File: src/rtl/wdg_pkg.sv
`timescale 1ns/1ps
package wdg_pkg;

  typedef enum logic [1:0] {
    PH_DLY    = 2'd0,
    PH_CLOSED = 2'd1,
    PH_OPEN   = 2'd2,
    PH_FAULT  = 2'd3
  } phase_t;

  // Code to left-shift of the base length: 00->3, 10->2, 01->1, 11->0.
  function automatic logic [1:0] code_shift(input logic [1:0] code);
    return ~{code[0], code[1]};
  endfunction

  function automatic int unsigned scaled_len(input int unsigned base, input logic [1:0] code);
    return base << code_shift(code);
  endfunction

endpackage

File: src/rtl/wdg_timebase.sv
`timescale 1ns/1ps
module wdg_timebase #(
  parameter int unsigned BASE_WIN_TICKS = 16,
  parameter int unsigned BASE_DLY_TICKS = 8,
  parameter int unsigned LEN_W          = 8
) (
  input  logic             clk,
  input  logic             rst,
  input  logic [1:0]       win_code,
  input  logic [1:0]       dly_code,
  output logic [LEN_W-1:0] win_len,
  output logic [LEN_W-1:0] half_len,
  output logic [LEN_W-1:0] dly_len,
  output logic [LEN_W-1:0] gap_thr
);
  import wdg_pkg::*;

  localparam int unsigned GAP_DIV = 48;

  always_ff @(posedge clk) begin
    if (rst) begin
      win_len  <= LEN_W'(scaled_len(BASE_WIN_TICKS, 2'b00));
      half_len <= LEN_W'(scaled_len(BASE_WIN_TICKS, 2'b00) / 2);
      dly_len  <= LEN_W'(scaled_len(BASE_DLY_TICKS, 2'b00));
      gap_thr  <= LEN_W'(scaled_len(BASE_WIN_TICKS, 2'b00) / GAP_DIV);
    end else begin
      win_len  <= LEN_W'(scaled_len(BASE_WIN_TICKS, win_code));
      half_len <= LEN_W'(scaled_len(BASE_WIN_TICKS, win_code) / 2);
      dly_len  <= LEN_W'(scaled_len(BASE_DLY_TICKS, dly_code));
      gap_thr  <= LEN_W'(scaled_len(BASE_WIN_TICKS, win_code) / GAP_DIV);
    end
  end

  AST_LEN_NONZERO: assert property (@(posedge clk) disable iff (rst)
    (win_len != '0) && (half_len != '0) && (dly_len != '0));

endmodule

File: src/rtl/wdg_enable_gap.sv
`timescale 1ns/1ps
module wdg_enable_gap #(
  parameter int unsigned LEN_W = 8
) (
  input  logic             clk,
  input  logic             rst,
  input  logic [2:0]       ctl_bits,
  input  logic             ms_tick,
  input  logic [LEN_W-1:0] gap_thr,
  output logic             wd_on,
  output logic             gap_clear
);
  localparam logic [2:0] RUN_CODE = 3'b010;

  logic [LEN_W-1:0] gap_cnt;
  logic             gap_done;

  assign wd_on     = (ctl_bits == RUN_CODE);
  assign gap_clear = !wd_on && ms_tick && !gap_done && (gap_cnt == gap_thr);

  always_ff @(posedge clk) begin
    if (rst) begin
      gap_cnt  <= '0;
      gap_done <= 1'b0;
    end else if (wd_on) begin
      gap_cnt  <= '0;
      gap_done <= 1'b0;
    end else if (ms_tick && !gap_done) begin
      if (gap_cnt == gap_thr) gap_done <= 1'b1;
      else                    gap_cnt  <= gap_cnt + LEN_W'(1);
    end
  end

  AST_GAP_ONE_SHOT: assert property (@(posedge clk) disable iff (rst)
    gap_clear |=> !gap_clear);

  AST_GAP_NEEDS_OFF: assert property (@(posedge clk) disable iff (rst)
    $rose(gap_done) |-> $past(!wd_on));

endmodule

File: src/rtl/wdg_window_fsm.sv
`timescale 1ns/1ps
module wdg_window_fsm #(
  parameter int unsigned LEN_W = 8
) (
  input  logic             clk,
  input  logic             rst,
  input  logic             ms_tick,
  input  logic             rail_ok,
  input  logic             wd_on,
  input  logic             gap_clear,
  input  logic             trig,
  input  logic             err_clr,
  input  logic [LEN_W-1:0] win_len,
  input  logic [LEN_W-1:0] half_len,
  input  logic [LEN_W-1:0] dly_len,
  output logic             err_n,
  output logic             rst_req,
  output logic             win_closed
);
  import wdg_pkg::*;

  phase_t           phase;
  logic [LEN_W-1:0] cnt;
  logic             err_lat;
  logic [LEN_W-1:0] win_last;
  logic [LEN_W-1:0] half_last;
  logic [LEN_W-1:0] dly_last;

  assign win_last  = win_len  - LEN_W'(1);
  assign half_last = half_len - LEN_W'(1);
  assign dly_last  = dly_len  - LEN_W'(1);

  always_ff @(posedge clk) begin
    if (rst) begin
      phase   <= PH_DLY;
      cnt     <= '0;
      rst_req <= 1'b1;
      err_lat <= 1'b0;
    end else begin
      if (err_clr) err_lat <= 1'b0;
      if (!rail_ok) begin
        phase   <= PH_DLY;
        cnt     <= '0;
        rst_req <= 1'b1;
      end else begin
        unique case (phase)
          PH_DLY: begin
            rst_req <= 1'b1;
            if (ms_tick) begin
              if (cnt >= dly_last) begin
                phase   <= PH_CLOSED;
                cnt     <= '0;
                rst_req <= 1'b0;
              end else begin
                cnt <= cnt + LEN_W'(1);
              end
            end
          end
          PH_CLOSED: begin
            if (gap_clear) begin
              cnt <= '0;
            end else if (wd_on) begin
              if (trig) begin
                err_lat <= 1'b1;
                phase   <= PH_FAULT;
                cnt     <= '0;
              end else if (ms_tick) begin
                if (cnt >= win_last) begin
                  phase <= PH_OPEN;
                  cnt   <= '0;
                end else begin
                  cnt <= cnt + LEN_W'(1);
                end
              end
            end
          end
          PH_OPEN: begin
            if (gap_clear) begin
              phase <= PH_CLOSED;
              cnt   <= '0;
            end else if (wd_on) begin
              if (trig) begin
                phase <= PH_CLOSED;
                cnt   <= '0;
              end else if (ms_tick) begin
                if (cnt >= win_last) begin
                  err_lat <= 1'b1;
                  phase   <= PH_FAULT;
                  cnt     <= '0;
                end else begin
                  cnt <= cnt + LEN_W'(1);
                end
              end
            end
          end
          PH_FAULT: begin
            if (ms_tick) begin
              if (cnt >= half_last) begin
                phase   <= PH_DLY;
                cnt     <= '0;
                rst_req <= 1'b1;
              end else begin
                cnt <= cnt + LEN_W'(1);
              end
            end
          end
          default: begin
            phase <= PH_DLY;
            cnt   <= '0;
          end
        endcase
      end
    end
  end

  assign err_n      = !err_lat;
  assign win_closed = (phase != PH_OPEN);

  AST_RAIL_DROP_RESET: assert property (@(posedge clk) disable iff (rst)
    !rail_ok |=> rst_req);

  AST_ERR_STICKY: assert property (@(posedge clk) disable iff (rst)
    (err_lat && !err_clr) |=> err_lat);

  AST_ERR_NEEDS_ENABLE: assert property (@(posedge clk) disable iff (rst)
    $rose(err_lat) |-> $past(wd_on));

  AST_OPEN_FROM_CLOSED: assert property (@(posedge clk) disable iff (rst)
    $fell(win_closed) |-> ($past(phase) == PH_CLOSED));

  AST_RST_SOURCE: assert property (@(posedge clk) disable iff (rst)
    $rose(rst_req) |-> (($past(phase) == PH_FAULT) || !$past(rail_ok)));

  AST_RELEASE_CLOSED: assert property (@(posedge clk) disable iff (rst)
    $fell(rst_req) |-> (phase == PH_CLOSED));

  AST_NO_TICK_HOLD: assert property (@(posedge clk) disable iff (rst)
    (!ms_tick && !trig && !gap_clear && rail_ok) |=> $stable(cnt));

endmodule

File: src/rtl/win_watchdog.sv
`timescale 1ns/1ps
module win_watchdog #(
  parameter int unsigned BASE_WIN_TICKS = 16,
  parameter int unsigned BASE_DLY_TICKS = 8
) (
  input  logic       clk,
  input  logic       rst,
  input  logic       ms_tick,
  input  logic       rail_ok,
  input  logic [2:0] ctl_bits,
  input  logic       trig,
  input  logic       err_clr,
  input  logic [1:0] win_code,
  input  logic [1:0] dly_code,
  output logic       err_n,
  output logic       rst_req,
  output logic       win_closed
);
  localparam int unsigned MAX_BASE = (BASE_WIN_TICKS > BASE_DLY_TICKS) ? BASE_WIN_TICKS : BASE_DLY_TICKS;
  localparam int unsigned MAX_LEN  = MAX_BASE * 8;
  localparam int unsigned LEN_W    = $clog2(MAX_LEN + 1);

  logic [LEN_W-1:0] win_len;
  logic [LEN_W-1:0] half_len;
  logic [LEN_W-1:0] dly_len;
  logic [LEN_W-1:0] gap_thr;
  logic             wd_on;
  logic             gap_clear;

  wdg_timebase #(
    .BASE_WIN_TICKS(BASE_WIN_TICKS),
    .BASE_DLY_TICKS(BASE_DLY_TICKS),
    .LEN_W         (LEN_W)
  ) timebase_i (
    .clk     (clk),
    .rst     (rst),
    .win_code(win_code),
    .dly_code(dly_code),
    .win_len (win_len),
    .half_len(half_len),
    .dly_len (dly_len),
    .gap_thr (gap_thr)
  );

  wdg_enable_gap #(
    .LEN_W(LEN_W)
  ) enable_i (
    .clk      (clk),
    .rst      (rst),
    .ctl_bits (ctl_bits),
    .ms_tick  (ms_tick),
    .gap_thr  (gap_thr),
    .wd_on    (wd_on),
    .gap_clear(gap_clear)
  );

  wdg_window_fsm #(
    .LEN_W(LEN_W)
  ) fsm_i (
    .clk       (clk),
    .rst       (rst),
    .ms_tick   (ms_tick),
    .rail_ok   (rail_ok),
    .wd_on     (wd_on),
    .gap_clear (gap_clear),
    .trig      (trig),
    .err_clr   (err_clr),
    .win_len   (win_len),
    .half_len  (half_len),
    .dly_len   (dly_len),
    .err_n     (err_n),
    .rst_req   (rst_req),
    .win_closed(win_closed)
  );

endmodule

File: config.mk
export PLATFORM = sky130hd
export DESIGN_NAME = win_watchdog
export DESIGN_NICKNAME = d
export VERILOG_FILES = /design/src/rtl/wdg_pkg.sv /design/src/rtl/wdg_timebase.sv /design/src/rtl/wdg_enable_gap.sv /design/src/rtl/wdg_window_fsm.sv /design/src/rtl/win_watchdog.sv
export SDC_FILE = /design/constraint.sdc
export NUM_CORES = 1
export LEC_CHECK = 0
export BUFFER_PORTS_ARGS = -buffer_cell sky130_fd_sc_hd__buf_4
export CAP_MARGIN = 20
export CORE_ASPECT_RATIO = 0.75
export CORE_UTILIZATION = 40
export DETAILED_ROUTE_END_ITERATION = 12
export SLEW_MARGIN = 0
export SYNTH_ARGS = -nofsm -noshare
export SYNTH_HDL_FRONTEND = slang
export SYNTH_SLANG_ARGS = --single-unit
export TNS_END_PERCENT = 10
File: constraint.sdc
create_clock -name clk -period 2.7 [get_ports clk]
set_clock_uncertainty 0.1 [all_clocks]
set_input_delay 0.27 -clock clk [delete_from_list [all_inputs] [get_ports clk]]
set_output_delay 0.27 -clock clk [all_outputs]
set_load 0.01 [all_outputs]
==> flow_metrics.env <==
export IMPL_cpLargestDelayFamily="simple AND/OR/NAND/NOR gates"
export IMPL_fp_coreArea_um2=4550
export IMPL_cts_buffers=5
export IMPL_path_cells="inv_1 > ha_2 > or3b_2 > ha_1 > nand2b_1 > or2_2 > o22a_1 > and2_1 > a41o_4 > a21oi_1"
export IMPL_max_stage_delay_ps=450
export IMPL_post_place_ws_ps=82.1
export IMPL_drc=0
export IMPL_cts_tree="built"
export IMPL_yosysUniqueCellTypes=51
export IMPL_ir_drop_mv=0.290
export IMPL_final_nets=267
export IMPL_endpoint_kind="flip-flop"
export IMPL_ys_seq_elements=30
export IMPL_finalInstanceArea_um2=2220
export IMPL_worst_ep_arrival_time_ps=2680
export IMPL_crit_buf_inv=1
export IMPL_worst_r2r_endpoint="fsm_i.cnt[1]$_SDFFE_PP0P_"
export IMPL_gp_congestion=0.746
export IMPL_grt_ovfl_total=0
export IMPL_max_clock_path_buffers=2
export IMPL_ys_seq_area_share_pct=31.0
export IMPL_ant_nets=0
export IMPL_syn_nets=248
export IMPL_num_io_pins=16
export IMPL_grt_max_degree=13
export IMPL_htreeDepth=2
export IMPL_worstSetupPathType="reg2reg"
export IMPL_viasPerCell=5.13
export IMPL_reg2reg_slack_ps=130
export IMPL_cts_setup_buffers=0
export IMPL_detail_route_first_pass_iterations=4
export IMPL_die_h_um=62.2
export IMPL_reg2reg_from="timebase_i.half_len[3]$_SDFF_PP0_"
export IMPL_clkTransAtPathRegs_ps=60
export IMPL_holdWs_ps=72.9
export IMPL_drv_cap=0
export IMPL_clock_sinks=30
export IMPL_cts_root_buffer="clkbuf_8"
export IMPL_power_density_nw_per_um2=427
export IMPL_hpwl_mm=2.86
export IMPL_tns_ps=0
export IMPL_post_cts_resized=0
export IMPL_period_minus_slack_ps=2570
export IMPL_syn_area_per_cell_um2=9.04
export IMPL_grt_pass1_wl_mm=6.40
export IMPL_hp_class="in2reg"
export IMPL_syn_area_um2=1940
export IMPL_wl_per_cell_um=12.9
export IMPL_area_growth_pct=14.7
export IMPL_crit_slowest_cell="or3b_2"
export IMPL_ys_warn_count=0
export IMPL_outcome="finished clean"
export IMPL_hold_start="win_code[0]"
export IMPL_fmax_ghz=0.389
export IMPL_utilization_pct=48.9
export IMPL_worst_pin_slew_ps=834
export IMPL_relSlewSlack_pct=44.2
export IMPL_cp_startpoint="timebase_i.half_len[3]$_SDFF_PP0_"
export IMPL_num_vias=1493
export IMPL_place_port_buffers=15
export IMPL_num_antenna_cells=0
export IMPL_syn_inst=214
export IMPL_synth_ff_type="dfxtp_1"
export IMPL_drv_slew=0
export IMPL_rr_worst_depth=10
export IMPL_start_util_pct=42.6
export IMPL_crit_fanout=8
export IMPL_grt_pass1_vias=1403
export IMPL_fin_crit_sh_pct=95.3
export IMPL_clock_latency_ps=280
export IMPL_finalHoldViolations=0
export IMPL_synth_edff_count=0
export IMPL_setup_ws_ps=128
export IMPL_hold_path_end="timebase_i.gap_thr[0]$_SDFF_PP0_"
export IMPL_start_kind="flip-flop"
export IMPL_antenna_found_initial=0
export IMPL_p_leak_nw=0.855
export IMPL_place_area_um2=2110
export IMPL_wirelength_mm=3.77
export IMPL_drt_iter0_drc=87
export IMPL_hold_depth=2
export IMPL_die_area_um2=5120
export IMPL_holdBufCountCts=0
export IMPL_fp_row_count=21
export IMPL_globalRouteTotalUtil_pct=16.2
export IMPL_async_reset_ff_share_pct=0
export IMPL_drive_above_1_share_pct=19.7
export IMPL_setup_viol=0
export IMPL_fp_dieW_um=82.3
export IMPL_critical_path_required_ps=2810
==> cell type report <==
type	instances	area (um^2)
Clock buffer	6	82.6
Clock inverter	2	12.5
Fill cell	450	2320
Inverter	11	41.3
Multi-Input combinational cell	169	1290
Sequential cell	30	602
Tap cell	57	71.3
Timing Repair Buffer	16	120
==> report_power, final <==
| group | switching (mW) | leakage [nW] | internal (mW) |
|---|---|---|---|
| registers | 0.0106 | 0.245 | 0.455 |
| logic | 0.0596 | 0.563 | 0.0520 |
| clock network | 0.167 | 0.0472 | 0.204 |
==> cells by family (layout without fill, tap and decap cells) <==
family,Yosys count,in the layout,synth area share [%]
AOI/OAI and AO/OA,41,41,16.0
xor gates and xnor gates,20,20,9.05
adders and majority gates,21,21,13.6
buffers and inverters,15,35,2.91
DFF,30,30,31.0
muxes,3,3,1.62
other,1,1,0.194
and+or+nand+nor,83,83,25.6
==> worst max-delay path by stage <==
stage | to | cells after the start
final | fsm_i.cnt[1]$_SDFFE_PP0P_ | 10
after global routing | fsm_i.cnt[7]$_SDFFE_PP0P_ | 10
after CTS | fsm_i.cnt[7]$_SDFFE_PP0P_ | 10
after detailed placement | fsm_i.cnt[7]$_SDFFE_PP0P_ | 10
after global placement | fsm_i.cnt[7]$_SDFFE_PP0P_ | 10
after floorplan | fsm_i.cnt[1]$_SDFFE_PP0P_ | 10
==> sequential cells by signal, indices dropped and copies added (netlist names) <==
signal	cells
fsm_i.phase	2
fsm_i.cnt	8
enable_i.gap_cnt	8
timebase_i.half_len	2
fsm_i.err_lat	1
enable_i.gap_done	1
timebase_i.dly_len	4
fsm_i.rst_req	1
timebase_i.gap_thr	3
==> cells in the mapped netlist, types with 3 or more instances <==
cell type  count  area share (%)
a21oi_1       10             2.6
a31oi_1        4             1.3
and3_1         3            0.97
clkbuf_1       4            0.78
dfxtp_1       30              31
ha_1          21              14
inv_1         11             2.1
nand2_1       11             2.1
nand2b_1       4             1.3
nand3_1        6             1.6
nand4_1       10             3.2
nor2_1        22             4.3
nor3_1         4             1.0
nor3b_1        4             1.6
o21ai_0        4             1.0
xnor2_1       11             5.0
xor2_1         9             4.1
==> metal layers <==
layer | up-vias | GRT usage [%] | wire, um
li1 | 805 | - | -
met1 | 668 | 23.5 | 2120
met2 | 18 | 22.8 | 1520
met3 | 2 | 5.00 | 110
met4 | 0 | 3.95 | 22
met5 | - | 0 | 0
==> cells in the final DEF (no fill, tap or decap), types with 3 or more instances in the layout <==
cell type / Yosys / layout
xor2_1: 9 / 9
a21oi_1: 10 / 10
ha_1: 21 / 20
o21ai_0: 4 / 4
inv_1: 11 / 11
nor2_1: 22 / 22
dfxtp_1: 30 / 29
xnor2_1: 11 / 11
nand4_1: 10 / 10
buf_4: 0 / 16
nand2b_1: 4 / 4
nor3b_1: 4 / 4
clkbuf_8: 0 / 6
and3_1: 3 / 3
nand3_1: 6 / 6
nor3_1: 4 / 4
nand2_1: 11 / 11
a31oi_1: 4 / 4
==> stage by stage <==
step                power, mW  std cells
floorplan               0.549        214
global placement        0.585        283
detailed placement      0.585        283
CTS                     0.960        291
global route            0.997        291
finish                  0.949        291
Note: power is estimated with default switching activity, not from simulation.
